## src/rtl/sltx_pkg.sv

```systemverilog
package sltx_pkg;
  typedef enum logic {
    MODE_RAW = 1'b0,
    MODE_BB  = 1'b1
  } tx_mode_e;
endpackage

```

## src/rtl/sltx_bitclk.sv

```systemverilog
module sltx_bitclk #(
  parameter int CLK_DIV = 8
) (
  input  logic clk,
  input  logic rst_n,
  output logic sckt,
  output logic bit_tick
);
  localparam int CNT_W = (CLK_DIV > 2) ? $clog2(CLK_DIV) : 1;
  localparam logic [CNT_W-1:0] CNT_LAST = CNT_W'(CLK_DIV - 1);
  localparam logic [CNT_W-1:0] CNT_FALL = CNT_W'(CLK_DIV / 2 - 1);

  logic [CNT_W-1:0] div_q, div_d;
  logic             sckt_q, sckt_d;

  assign bit_tick = (div_q == CNT_LAST);
  assign sckt     = sckt_q;

  always_comb begin
    div_d  = bit_tick ? '0 : div_q + 1'b1;
    sckt_d = sckt_q;
    if (bit_tick)
      sckt_d = 1'b1;
    else if (div_q == CNT_FALL)
      sckt_d = 1'b0;
  end

  always_ff @(posedge clk or negedge rst_n) begin
    if (!rst_n) begin
      div_q  <= '0;
      sckt_q <= 1'b0;
    end else begin
      div_q  <= div_d;
      sckt_q <= sckt_d;
    end
  end

  a_r1_rise_restarts_count: assert property (@(posedge clk) disable iff (!rst_n)
    $rose(sckt_q) |-> (div_q == '0));
endmodule

```

## src/rtl/sltx_framer.sv

```systemverilog
module sltx_framer #(
  parameter int FRAME_BITS = 120
) (
  input  logic                          clk,
  input  logic                          rst_n,
  input  logic                          bit_tick,
  output logic                          frame_start,
  output logic [$clog2(FRAME_BITS)-1:0] bit_idx,
  output logic                          tfs
);
  localparam int IDX_W = $clog2(FRAME_BITS);
  localparam logic [IDX_W-1:0] IDX_LAST = IDX_W'(FRAME_BITS - 1);

  logic [IDX_W-1:0] idx_q, idx_d;
  logic             tfs_q, tfs_d;

  assign frame_start = bit_tick && (idx_q == IDX_LAST);
  assign bit_idx     = idx_q;
  assign tfs         = tfs_q;

  always_comb begin
    idx_d = idx_q;
    tfs_d = tfs_q;
    if (bit_tick) begin
      idx_d = (idx_q == IDX_LAST) ? '0 : idx_q + 1'b1;
      tfs_d = (idx_q == IDX_LAST);
    end
  end

  always_ff @(posedge clk or negedge rst_n) begin
    if (!rst_n) begin
      idx_q <= IDX_LAST;
      tfs_q <= 1'b0;
    end else begin
      idx_q <= idx_d;
      tfs_q <= tfs_d;
    end
  end

  a_r3_sync_only_on_first_bit: assert property (@(posedge clk) disable iff (!rst_n)
    tfs_q |-> (idx_q == '0));
endmodule

```

## src/rtl/sltx_holder.sv

```systemverilog
module sltx_holder
  import sltx_pkg::*;
#(
  parameter int WORD_W = 16
) (
  input  logic                  clk,
  input  logic                  rst_n,
  input  logic                  smp_valid,
  input  logic                  mode_bb,
  input  logic [WORD_W-1:0]     smp_i,
  input  logic [WORD_W-1:0]     smp_q,
  input  logic [WORD_W-1:0]     smp_bb,
  input  logic                  frame_start,
  output logic [2*WORD_W-1:0]   load_word,
  output logic                  underrun
);
  localparam int PAIR_W = 2 * WORD_W;

  tx_mode_e          mode;
  logic [PAIR_W-1:0] cap_word;
  logic [PAIR_W-1:0] pend_q, pend_d;
  logic              full_q, full_d;
  logic [PAIR_W-1:0] last_q, last_d;
  logic              ur_q, ur_d;

  assign mode      = tx_mode_e'(mode_bb);
  assign load_word = full_q ? pend_q : last_q;
  assign underrun  = ur_q;

  always_comb begin
    if (mode == MODE_BB)
      cap_word = {smp_bb, {WORD_W{1'b0}}};
    else
      cap_word = {smp_i, smp_q};
  end

  always_comb begin
    pend_d = pend_q;
    full_d = full_q;
    last_d = last_q;
    ur_d   = ur_q;
    if (frame_start) begin
      last_d = load_word;
      if (!full_q)
        ur_d = 1'b1;
      full_d = smp_valid;
    end
    if (smp_valid) begin
      pend_d = cap_word;
      full_d = 1'b1;
    end
  end

  always_ff @(posedge clk or negedge rst_n) begin
    if (!rst_n) begin
      pend_q <= '0;
      full_q <= 1'b0;
      last_q <= '0;
      ur_q   <= 1'b0;
    end else begin
      pend_q <= pend_d;
      full_q <= full_d;
      last_q <= last_d;
      ur_q   <= ur_d;
    end
  end

  a_r9_underrun_sticky: assert property (@(posedge clk) disable iff (!rst_n)
    ur_q |=> ur_q);
  a_r9_underrun_only_at_boundary: assert property (@(posedge clk) disable iff (!rst_n)
    $rose(ur_q) |-> $past(frame_start));
endmodule

```

## src/rtl/sltx_shifter.sv

```systemverilog
module sltx_shifter #(
  parameter int WORD_W = 16
) (
  input  logic                clk,
  input  logic                rst_n,
  input  logic                bit_tick,
  input  logic                frame_start,
  input  logic [2*WORD_W-1:0] load_word,
  output logic                txd
);
  localparam int PAIR_W = 2 * WORD_W;

  logic [PAIR_W-1:0] sh_q, sh_d;
  logic              txd_q, txd_d;

  assign txd = txd_q;

  always_comb begin
    sh_d  = sh_q;
    txd_d = txd_q;
    if (bit_tick) begin
      if (frame_start) begin
        txd_d = load_word[PAIR_W-1];
        sh_d  = {load_word[PAIR_W-2:0], 1'b0};
      end else begin
        txd_d = sh_q[PAIR_W-1];
        sh_d  = {sh_q[PAIR_W-2:0], 1'b0};
      end
    end
  end

  always_ff @(posedge clk or negedge rst_n) begin
    if (!rst_n) begin
      sh_q  <= '0;
      txd_q <= 1'b0;
    end else begin
      sh_q  <= sh_d;
      txd_q <= txd_d;
    end
  end
endmodule

```

## src/rtl/sample_link_tx.sv

```systemverilog
module sample_link_tx #(
  parameter int CLK_DIV    = 8,
  parameter int FRAME_BITS = 120,
  parameter int WORD_W     = 16
) (
  input  logic              clk,
  input  logic              rst_n,
  input  logic              mode_bb,
  input  logic              smp_valid,
  input  logic [WORD_W-1:0] smp_i,
  input  logic [WORD_W-1:0] smp_q,
  input  logic [WORD_W-1:0] smp_bb,
  output logic              sckt,
  output logic              tfs,
  output logic              txd,
  output logic              underrun
);
  localparam int IDX_W     = $clog2(FRAME_BITS);
  localparam int PAD_START = 2 * WORD_W;

  logic                rst_meta_q, rst_sync_q;
  logic                bit_tick;
  logic                frame_start;
  logic [IDX_W-1:0]    bit_idx;
  logic [2*WORD_W-1:0] load_word;

  always_ff @(posedge clk or negedge rst_n) begin
    if (!rst_n) begin
      rst_meta_q <= 1'b0;
      rst_sync_q <= 1'b0;
    end else begin
      rst_meta_q <= 1'b1;
      rst_sync_q <= rst_meta_q;
    end
  end

  sltx_bitclk #(.CLK_DIV(CLK_DIV)) u_bitclk (
    .clk      (clk),
    .rst_n    (rst_sync_q),
    .sckt     (sckt),
    .bit_tick (bit_tick)
  );

  sltx_framer #(.FRAME_BITS(FRAME_BITS)) u_framer (
    .clk         (clk),
    .rst_n       (rst_sync_q),
    .bit_tick    (bit_tick),
    .frame_start (frame_start),
    .bit_idx     (bit_idx),
    .tfs         (tfs)
  );

  sltx_holder #(.WORD_W(WORD_W)) u_holder (
    .clk         (clk),
    .rst_n       (rst_sync_q),
    .smp_valid   (smp_valid),
    .mode_bb     (mode_bb),
    .smp_i       (smp_i),
    .smp_q       (smp_q),
    .smp_bb      (smp_bb),
    .frame_start (frame_start),
    .load_word   (load_word),
    .underrun    (underrun)
  );

  sltx_shifter #(.WORD_W(WORD_W)) u_shifter (
    .clk         (clk),
    .rst_n       (rst_sync_q),
    .bit_tick    (bit_tick),
    .frame_start (frame_start),
    .load_word   (load_word),
    .txd         (txd)
  );

  a_r4_txd_moves_with_rise: assert property (@(posedge clk) disable iff (!rst_sync_q)
    (txd != $past(txd)) |-> $rose(sckt));
  a_r3_tfs_rises_with_sckt: assert property (@(posedge clk) disable iff (!rst_sync_q)
    $rose(tfs) |-> $rose(sckt));
  a_r3_tfs_falls_with_sckt: assert property (@(posedge clk) disable iff (!rst_sync_q)
    $fell(tfs) |-> $rose(sckt));
  a_r6_padding_low: assert property (@(posedge clk) disable iff (!rst_sync_q)
    (32'(bit_idx) >= PAD_START) |-> !txd);
endmodule

```

## config.mk

```make
export PLATFORM = sky130hd
export DESIGN_NAME = sample_link_tx
export DESIGN_NICKNAME = d
export VERILOG_FILES = /design/src/rtl/sltx_pkg.sv /design/src/rtl/sltx_bitclk.sv /design/src/rtl/sltx_framer.sv /design/src/rtl/sltx_holder.sv /design/src/rtl/sltx_shifter.sv /design/src/rtl/sample_link_tx.sv
export SDC_FILE = /design/constraint.sdc
export NUM_CORES = 1
export LEC_CHECK = 0
export BUFFER_PORTS_ARGS = -buffer_cell sky130_fd_sc_hd__clkbuf_2
export CAP_MARGIN = 15
export CORE_AREA = 10 10 113 115
export CTS_CLUSTER_SIZE = 20
export DETAILED_ROUTE_END_ITERATION = 7
export DIE_AREA = 0 0 123 125
export PLACE_DENSITY_LB_ADDON = 0.3
export SYNTH_ARGS = -nofsm -noshare
export SYNTH_HDL_FRONTEND = slang
export SYNTH_SLANG_ARGS = --single-unit
```

## constraint.sdc

```tcl
create_clock -name clk -period 3.9 [get_ports clk]
set_clock_uncertainty 0.15 [all_clocks]
set_input_delay 0 -clock clk [delete_from_list [all_inputs] [get_ports clk]]
set_output_delay 0 -clock clk [all_outputs]
set_load 0.05 [all_outputs]
```

==> impl_metrics.ini, run 1 <==
[route]
drtIter0Drc = 185
viasPerCell = 5.48
wire_per_inst_microns = 16.0
drc = 0
dr.pass1.iters = 4
vias = 3725
wl_mm = 10.9
drtAntennaViolNets = 0

[floorplan]
start_util = 0.486
die_h_microns = 125
rows = 38
die_w_microns = 123
ios = 56
coreArea_sq_um = 10600
dieArea_sq_um = 15400

[place]
placed_area_sq_um = 5460
place.gp.congestion = 0.770
post-dp-hpwl_mm = 6.44
io_buffers = 55

[min_path]
hold_class = input pin to flip-flop

[clocking]
cts_tree = built
clk_pin_slew_worst_paths_ps = 100
insertion_delay_ps = 360
cts_made_buffers = 9
ctsHoldBuffers = 50
cts.path.max_buffers = 2
cts_resized = 0
htreeDepth = 3
cts-root-buf = clkbuf_8
clkSinkCount = 112
cts_setup_buffers = 0

[setup_path]
end_kind = flip-flop
crit_type = flip-flop to flip-flop
cp_max_fo = 19
critPathMaxStageDelay_ps = 680
crit_slowest_cell = and3_1
startpoint_type = flip-flop
cp_top_family = simple AND/OR/NAND/NOR gates
path_cells = ha_1 > and3_1 > nand3_4 > mux2_4
critPathLaunch = u_framer.bit_idx[0]$_DFFE_PN1N_
cp.arrival_ps = 2710
cp-endpoint = u_holder.last_q[19]$_DFFE_PN0P_
r2r_setup_slack_ps = 1290
worstReg2RegEnd = u_holder.last_q[19]$_DFFE_PN0P_
r2r_cells = 4
worst-path-stages = 4
reg2reg_from = u_framer.bit_idx[0]$_DFFE_PN1N_
critPathRequiredTime_ps = 4000
crit_buf_inv = 0

[sta]
hold_ws_ps = -11.1
finalHoldViolCount = 3
setup_tns_ps = 0
setup_viol = 0
rsz0062_at_grt = false
max_freq_mhz = 382
layout_min_cycle_time_ps = 2610
fin_crit_sh = 0.670
tightestPinTransition_ps = 1010
relSlewSlack = 0.326
drv_slew = 0

[outcome]
status = finished, violations left
violations = negative hold slack

[grt]
grt_pass1_wl_mm = 18.7
antenna_found_initial = 0
grt.met3_usage = 0.0252
grtUsageTotal = 0.145
overflow = 0
use_met1 = 0.202
grt_busiest_layer = met2
grt_max_degree = 80
use_met2 = 0.221
grt_pass1_vias = 3830

[synth]
synth_seq_area_share = 0.546
avgSynthCellArea_sq_um = 11.5
synthSimpleGateAreaFrac = 0.0831
synth_top_family_by_area = compound AO/OA/AOI/OAI gates
yosys_warnings = 0
syn-instance-count = 448
muxShareOfSynthArea = 0.145
syn-num-nets = 504
yosysUniqueCellTypes = 43
synth-compound-area-share = 0.159
synthAdderAreaFrac = 0.00972
synth-seq-cells = 112
synth_xor_area_frac = 0.00340
syn_area_sq_um = 5150

[finish]
area_growth_pct = 19.8
layout.nets = 591
fillers = 878
diodes = 0
final_common_cell = dfrtp_1
drive_above_1_share = 0.241
final_cell_mix = dfrtp_1 (104), clkbuf_2 (55), dlygate4sd3_1 (50)
final_area_sq_um = 6170

[power]
p_leak_nw = 2.98
power_density_nw_per_um2 = 337
ir_drop_v = 0.000165

[flow_run]
cap_violations = 0
## cells by family (layout without fill, tap and decap cells)
family | count (synthesis) | in the layout
other cells | 1 | 1
xor+xnor | 2 | 2
simple gates | 83 | 83
compound gates | 122 | 122
mux | 67 | 67
fa+ha+maj | 4 | 4
flops | 112 | 112
buf+inv | 57 | 149
## worst min path at each step
| stage | start | to | slack, ps | depth (start not counted) |
|---|---|---|---|---|
| 2_1_floorplan | rst_n | rst_meta_q$_DFF_PN0_ | -450 | 0 |
| 3_3_place_gp | rst_n | rst_meta_q$_DFF_PN0_ | -360 | 1 |
| 5_1_grt | smp_valid | u_holder.pend_q[10]$_DFFE_PN0P_ | 40 | 2 |
| 6_report | smp_valid | u_holder.pend_q[5]$_DFFE_PN0P_ | -10 | 2 |
| 4_1_cts | rst_meta_q$_DFF_PN0_ | rst_sync_q$_DFF_PN0_ | 220 | 0 |
| 3_5_place_dp | rst_n | rst_meta_q$_DFF_PN0_ | -360 | 1 |
## metrics by stage
| stage | util | setup WS [ps] | cells | total power, mW |
|---|---|---|---|---|
| finish | 0.582 | 1290 | 680 | 2.08 |
| global route | 0.582 | 1100 | 680 | 2.17 |
| CTS | 0.580 | 1250 | 679 | 2.09 |
| detailed placement | 0.515 | 1260 | 613 | 1.38 |
| global placement | 0.515 | 1320 | 613 | 1.37 |
| floorplan | - | 409 | 448 | 1.32 |
## synthesized netlist by cell type (all sizes together)
| library cell | instances | area [sq um] |
|---|---|---|
| a211oi | 12 | 90.1 |
| a21o | 3 | 22.5 |
| a21oi | 43 | 215 |
| a221o | 14 | 140 |
| a221oi | 1 | 8.76 |
| a22o | 1 | 8.76 |
| a311oi | 1 | 8.76 |
| a31oi | 1 | 6.26 |
| a41o | 1 | 10.0 |
| and3 | 1 | 6.26 |
| and4b | 1 | 10.0 |
| buf | 28 | 163 |
| clkbuf | 9 | 33.8 |
| conb | 1 | 3.75 |
| dfrtp | 106 | 2650 |
| dfstp | 6 | 158 |
| ha | 4 | 50.1 |
| inv | 20 | 75.1 |
| mux2 | 32 | 398 |
| mux2i | 35 | 350 |
| nand2 | 19 | 71.3 |
| nand3 | 12 | 72.6 |
| nand3b | 16 | 120 |
| nand4 | 1 | 6.26 |
| nand4b | 1 | 8.76 |
| nor2 | 27 | 101 |
| nor2b | 2 | 12.5 |
| o21a | 7 | 52.6 |
| o21ai | 25 | 125 |
| o21bai | 1 | 7.51 |
| o221a | 7 | 78.8 |
| o2bb2ai | 1 | 8.76 |
| o311a | 3 | 30.0 |
| o31ai | 1 | 7.51 |
| or2 | 3 | 18.8 |
| xnor2 | 1 | 8.76 |
| xor2 | 1 | 8.76 |
## layer usage
layer | part of all wire | vias up
met5 | 0 | -
met4 | 0.014 | 0
met3 | 0.033 | 10
met2 | 0.48 | 76
met1 | 0.48 | 1853
li1 | - | 1786
## state kept, by name, indices dropped and copies added (netlist names), 3 cells and up
signal,flops
u_holder.pend_q,32
u_bitclk.div_q,3
u_holder.last_q,32
u_shifter.sh_q,31
u_framer.bit_idx,7
## power breakdown
group,internal (mW),switching [mW]
combinational,0.0994,0.0685
sequential,1.19,0.0388
clock,0.296,0.383
total,1.59,0.490
## cell type report
type | count | area (sq um) | area share
flip-flops and latches | 112 | 2820 | 0.456
multi-input cells | 279 | 2070 | 0.336
repair buffers | 113 | 848 | 0.137
well taps | 140 | 175 | 0.0284
clock buffers | 10 | 128 | 0.0207
inverters | 20 | 75.1 | 0.0122
clock inverters | 6 | 58.8 | 0.00953
Note: power is estimated with default switching activity, not from simulation.
==> inputs of run 2 (changes only) <==
Clock period 3.9 ns to 2.2 ns, I/O delays scaled along.
==> run 2 against run 1 <==
The run now ends clean. Cell area increased by 2.8%. Clock-buffer cell count increased by 4. Flip-flop and latch count unchanged. Sequential share of layout area decreased by 1.3 points. Worst hold slack improved by 99 ps. Worst setup slack got worse by 1100 ps. Register-to-register slack got worse by 1100 ps. Die area unchanged. Global-route usage increased by 0.51 points. Largest power group unchanged. Highest routed layer unchanged.
==> impl_metrics.ini, run 2 (synthesis results as in run 1) <==
[floorplan]
start_util = 0.486
rows = 38
coreArea_sq_um = 10600
die_h_microns = 125
die_w_microns = 123
dieArea_sq_um = 15400
ios = 56

[clocking]
cts.path.max_buffers = 2
clkSinkCount = 112
clk_pin_slew_worst_paths_ps = 100
cts_made_buffers = 9
cts_setup_buffers = 0
htreeDepth = 3
cts_tree = built
cts-root-buf = clkbuf_8
insertion_delay_ps = 380

[route]
viasPerCell = 5.38
drtIter0Drc = 171
wire_per_inst_microns = 16.0
vias = 3717
drc = 0
wl_mm = 11.1
drtAntennaViolNets = 0
dr.pass1.iters = 4

[finish]
post-route-util = 0.598
final_cell_mix = dfrtp_1 (104), clkbuf_2 (55), dlygate4sd3_1 (50)
diodes = 0
layout.nets = 602
area_growth_pct = 23.2
final_common_cell = dfrtp_1
drive_above_1_share = 0.256
largestRegisters = u_holder.last_q x32, u_holder.pend_q x32, u_shifter.sh_q x31

[setup_path]
crit_type = flip-flop to flip-flop
reg2reg_from = u_framer.bit_idx[0]$_DFFE_PN1N_
end_kind = flip-flop
worstReg2RegEnd = u_holder.last_q[12]$_DFFE_PN0P_
critPathLaunch = u_framer.bit_idx[0]$_DFFE_PN1N_
r2r_cells = 4
cp.arrival_ps = 2180
critPathRequiredTime_ps = 2320
cp_max_fo = 17
r2r_setup_slack_ps = 140
startpoint_type = flip-flop
cp-endpoint = u_holder.last_q[12]$_DFFE_PN0P_

[power]
power_density_nw_per_um2 = 613
p_leak_nw = 3.07
p_switching_mw = 0.856
swShare = 0.220
ir_drop_v = 0.000359
clockPowerShare = 0.361
power_frac_seq = 0.557
internal_power_mw = 3.03
power_frac_comb = 0.082

[grt]
use_met1 = 0.198
grt_pass1_vias = 3972
use_met2 = 0.237
grtUsageTotal = 0.150
overflow = 0
antenna_found_initial = 0
grt.met3_usage = 0.0266
grt_busiest_layer = met2
grt_max_degree = 62
grt_pass1_wl_mm = 19.1

[flow_run]
cap_violations = 0

[sta]
tightestPinTransition_ps = 648
max_freq_mhz = 486
drv_slew = 0
rsz0062_at_grt = false
relSlewSlack = 0.568
finalHoldViolCount = 0
setup_ws_ps = 140
layout_min_cycle_time_ps = 2060
setup_viol = 0
fin_crit_sh = 0.936

[place]
place_ws_ps = -10.1
place.gp.congestion = 0.755
post-dp-hpwl_mm = 7.01
io_buffers = 55

[min_path]
hold_class = flip-flop to async pin

[outcome]
status = finished, final reports clean
## run 2: changes by cell type in the layout (fill, tap and decap cells not counted)
| cell | previous run | this run |
|---|---|---|
| inv_6 | 1 | 0 |
| bufinv_16 | 1 | 2 |
| buf_4 | 7 | 14 |
| clkinv_2 | 4 | 0 |
| clkbuf_8 | 9 | 12 |
| clkbuf_1 | 1 | 2 |
| o21ai_2 | 0 | 1 |
| buf_12 | 1 | 4 |
| buf_6 | 0 | 1 |
| o21ai_1 | 1 | 0 |
## run 2: stage by stage
| step | cells | instance area (sq um) | power, mW | setup TNS (ps) | hold slack (ps) |
|---|---|---|---|---|---|
| 6_report | 691 | 6340 | 3.89 | 0 | 88.3 |
| 5_1_grt | 691 | 6340 | 4.04 | 0 | 119 |
| 4_1_cts | 691 | 6340 | 3.91 | 0 | 101 |
| 3_5_place_dp | 625 | 5600 | 2.44 | -23.3 | -361 |
| 3_3_place_gp | 625 | 5600 | 2.44 | 0 | -362 |
| 2_1_floorplan | 448 | 5150 | 2.34 | 0 | -446 |
## run 2: power by group through the flow
stage / Combinational [mW] / Clock (mW) / Sequential (mW)
3_3_place_gp: 0.234 / 0 / 2.20
5_1_grt: 0.360 / 1.50 / 2.17
6_report: 0.318 / 1.40 / 2.16
2_1_floorplan: 0.130 / 0 / 2.21
3_5_place_dp: 0.238 / 0 / 2.21
4_1_cts: 0.319 / 1.43 / 2.17
## run 2: area by class of cell
class,count,area (sq um)
repair buffers,124,972
inverters,20,75.1
clock buffers,14,173
fillers,878,4260
clock inverters,2,60.1
multi-input cells,279,2070
flip-flops and latches,112,2820
well taps,140,175
## run 2: worst min path at each step
| stage | start | endpoint | slack (ps) | depth (start not counted) |
|---|---|---|---|---|
| global placement | rst_n | rst_meta_q$_DFF_PN0_ | -360 | 1 |
| global route | rst_sync_q$_DFF_PN0_ | u_holder.pend_q[16]$_DFFE_PN0P_ | 120 | 0 |
| finish | rst_sync_q$_DFF_PN0_ | u_holder.pend_q[16]$_DFFE_PN0P_ | 90 | 0 |
| detailed placement | rst_n | rst_meta_q$_DFF_PN0_ | -360 | 1 |
| floorplan | rst_n | rst_meta_q$_DFF_PN0_ | -450 | 0 |
| CTS | rst_sync_q$_DFF_PN0_ | u_holder.pend_q[16]$_DFFE_PN0P_ | 100 | 0 |
## run 2: metal layers
| layer | vias up | routed length, microns |
|---|---|---|
| met3 | 13 | 357 |
| met4 | 0 | 189 |
| met1 | 1836 | 5150 |
| met5 | - | 0 |
| li1 | 1807 | - |
| met2 | 61 | 5370 |
## run 2: timing repair
item                                    CTS  global route
hold buffers                             50             0
gates resized for setup                   1             1
endpoints found under the hold margin    34             0
endpoints found under the setup margin    7             3
## run 2: worst max-delay path, cell delays in order (launching register included)
cell     delay [ps]
dfstp_2         570
ha_1            240
and3_1          280
nand3_4         310
mux2_4          400
==> inputs of run 3 (changes only) <==
Settings changed: CORE_AREA 10 10 113 115 to 10 10 83 157, DIE_AREA 0 0 123 125 to 0 0 93 167, SKIP_LAST_GASP set to 1.
==> run 3 against run 2 <==
Wire length increased by 0.88%. Clock-buffer cell count down 2. Sequential share of layout area shrank 0.087 points. Critical path type unchanged. Global-route usage grew 0.34 points. Highest routed layer unchanged. Clock power rose by 6%. Combinational power down 2%. Flip-flop and latch count did not move. Critical path depth is the same. Die area grew 1.0%.
==> impl_metrics.ini, run 3 (synthesis results as in run 1) <==
[clocking]
cts_made_buffers = 9
cts-root-buf = clkbuf_16
clk_pin_slew_worst_paths_ps = 70
insertion_delay_ps = 350
cts.path.max_buffers = 2
clkSinkCount = 112
htreeDepth = 3
cts_tree = built
cts_setup_buffers = 0

[setup_path]
critPathLaunch = u_framer.bit_idx[0]$_DFFE_PN1N_
cp.arrival_ps = 2160
crit_buf_inv = 0
cp-endpoint = u_holder.last_q[18]$_DFFE_PN0P_
startpoint_type = flip-flop
reg2reg_from = u_framer.bit_idx[0]$_DFFE_PN1N_
r2r_setup_slack_ps = 120
path_cells = ha_1 > and3_1 > nand3_4 > mux2_4
r2r_cells = 4
end_kind = flip-flop
cp_top_family = simple AND/OR/NAND/NOR gates
crit_slowest_cell = dfstp_2
worstReg2RegEnd = u_holder.last_q[18]$_DFFE_PN0P_
crit_type = flip-flop to flip-flop
cp_max_fo = 17
worst-path-stages = 4
critPathMaxStageDelay_ps = 560
critPathRequiredTime_ps = 2280

[grt]
grt_pass1_wl_mm = 19.5
grt_busiest_layer = met2
grtUsageTotal = 0.154
grt.met3_usage = 0.0275
grt_pass1_vias = 4022
use_met2 = 0.267
grt_max_degree = 66
overflow = 0
antenna_found_initial = 0
use_met1 = 0.182

[finish]
drive_above_1_share = 0.256
fillers = 920
final_cell_mix = dfrtp_1 (104), clkbuf_2 (55), dlygate4sd3_1 (50)
final_area_sq_um = 6360
largestRegisters = u_holder.last_q x32, u_holder.pend_q x32, u_shifter.sh_q x31
layout.nets = 603
area_growth_pct = 23.4
diodes = 0
final_common_cell = dfrtp_1
layout.cells.non_filler = 688

[place]
placed_area_sq_um = 5580
place.gp.congestion = 0.770
post-dp-hpwl_mm = 7.38
dp.cells = 623
io_buffers = 55

[floorplan]
coreArea_sq_um = 10500
rows = 53
dieArea_sq_um = 15500
die_h_microns = 167
start_util = 0.492
die_w_microns = 93
ios = 56

[power]
ir_drop_v = 0.000472
power_density_nw_per_um2 = 624
finalPower_mw = 3.97
p_leak_nw = 3.07

[sta]
rsz0062_at_grt = false
tightestPinTransition_ps = 773
layout_min_cycle_time_ps = 2080
drv_slew = 0
max_freq_mhz = 481
setup_tns_ps = 0
fin_crit_sh = 0.944
setup_viol = 0
relSlewSlack = 0.485
finalHoldViolCount = 0

[route]
drtAntennaViolNets = 0
dr.pass1.iters = 6
drc = 0
wire_per_inst_microns = 16.2
viasPerCell = 5.45
wl_mm = 11.2
drtIter0Drc = 261
vias = 3753

[min_path]
worstHoldPathCells = 3
hold_class = input pin to flip-flop

[outcome]
status = finished, final reports clean

[flow_run]
cap_violations = 0
run 3: report_power, final:
group / leakage (nW) / switching, mW / total [mW] / internal, mW
Combinational: 1.54 / 0.134 / 0.311 / 0.177
Clock: 0.125 / 0.692 / 1.48 / 0.792
Sequential: 1.40 / 0.0560 / 2.17 / 2.12
run 3: worst min path at each step:
stage,start,end
after floorplan,rst_n,rst_meta_q$_DFF_PN0_
after global placement,rst_n,rst_meta_q$_DFF_PN0_
after detailed placement,rst_n,rst_meta_q$_DFF_PN0_
after CTS,smp_valid,u_holder.pend_q[28]$_DFFE_PN0P_
after global routing,smp_valid,u_holder.pend_q[27]$_DFFE_PN0P_
final,smp_valid,u_holder.pend_q[28]$_DFFE_PN0P_
run 3: area by class of cell:
cell class	instances	area [sq um]	area share
clock buffers	12	246	0.0388
inverters	20	75.1	0.0118
well taps	137	171	0.0270
repair buffers	125	955	0.150
flip-flops and latches	112	2820	0.443
clock inverters	3	20.0	0.00315
multi-input cells	279	2070	0.326
run 3: metal layers:
| layer | wire [microns] | up-vias |
|---|---|---|
| met4 | 212 | 0 |
| met2 | 6130 | 61 |
| met3 | 324 | 16 |
| li1 | - | 1803 |
| met5 | 0 | - |
| met1 | 4510 | 1873 |
run 3: timing repair:
action                                  4_1_cts  5_1_grt
gates resized for setup                       1        1
hold buffers                                 50        0
hold endpoints to repair                     34        0
endpoints found under the setup margin        7        1
run 3: through the flow:
stage	util	hold slack, ps	setup WS, ps
floorplan	-	-446	182
global placement	0.533	-363	113
detailed placement	0.533	-361	21.8
CTS	0.606	106	120
global route	0.607	160	6.86
finish	0.607	103	123
run 3: worst reg2reg max path: cells and delay by family, from the launching register on:
kind / cells / cell delay, ps
flops: 1 / 560
fa+ha+maj: 1 / 260
simple gates: 2 / 580
mux: 1 / 430
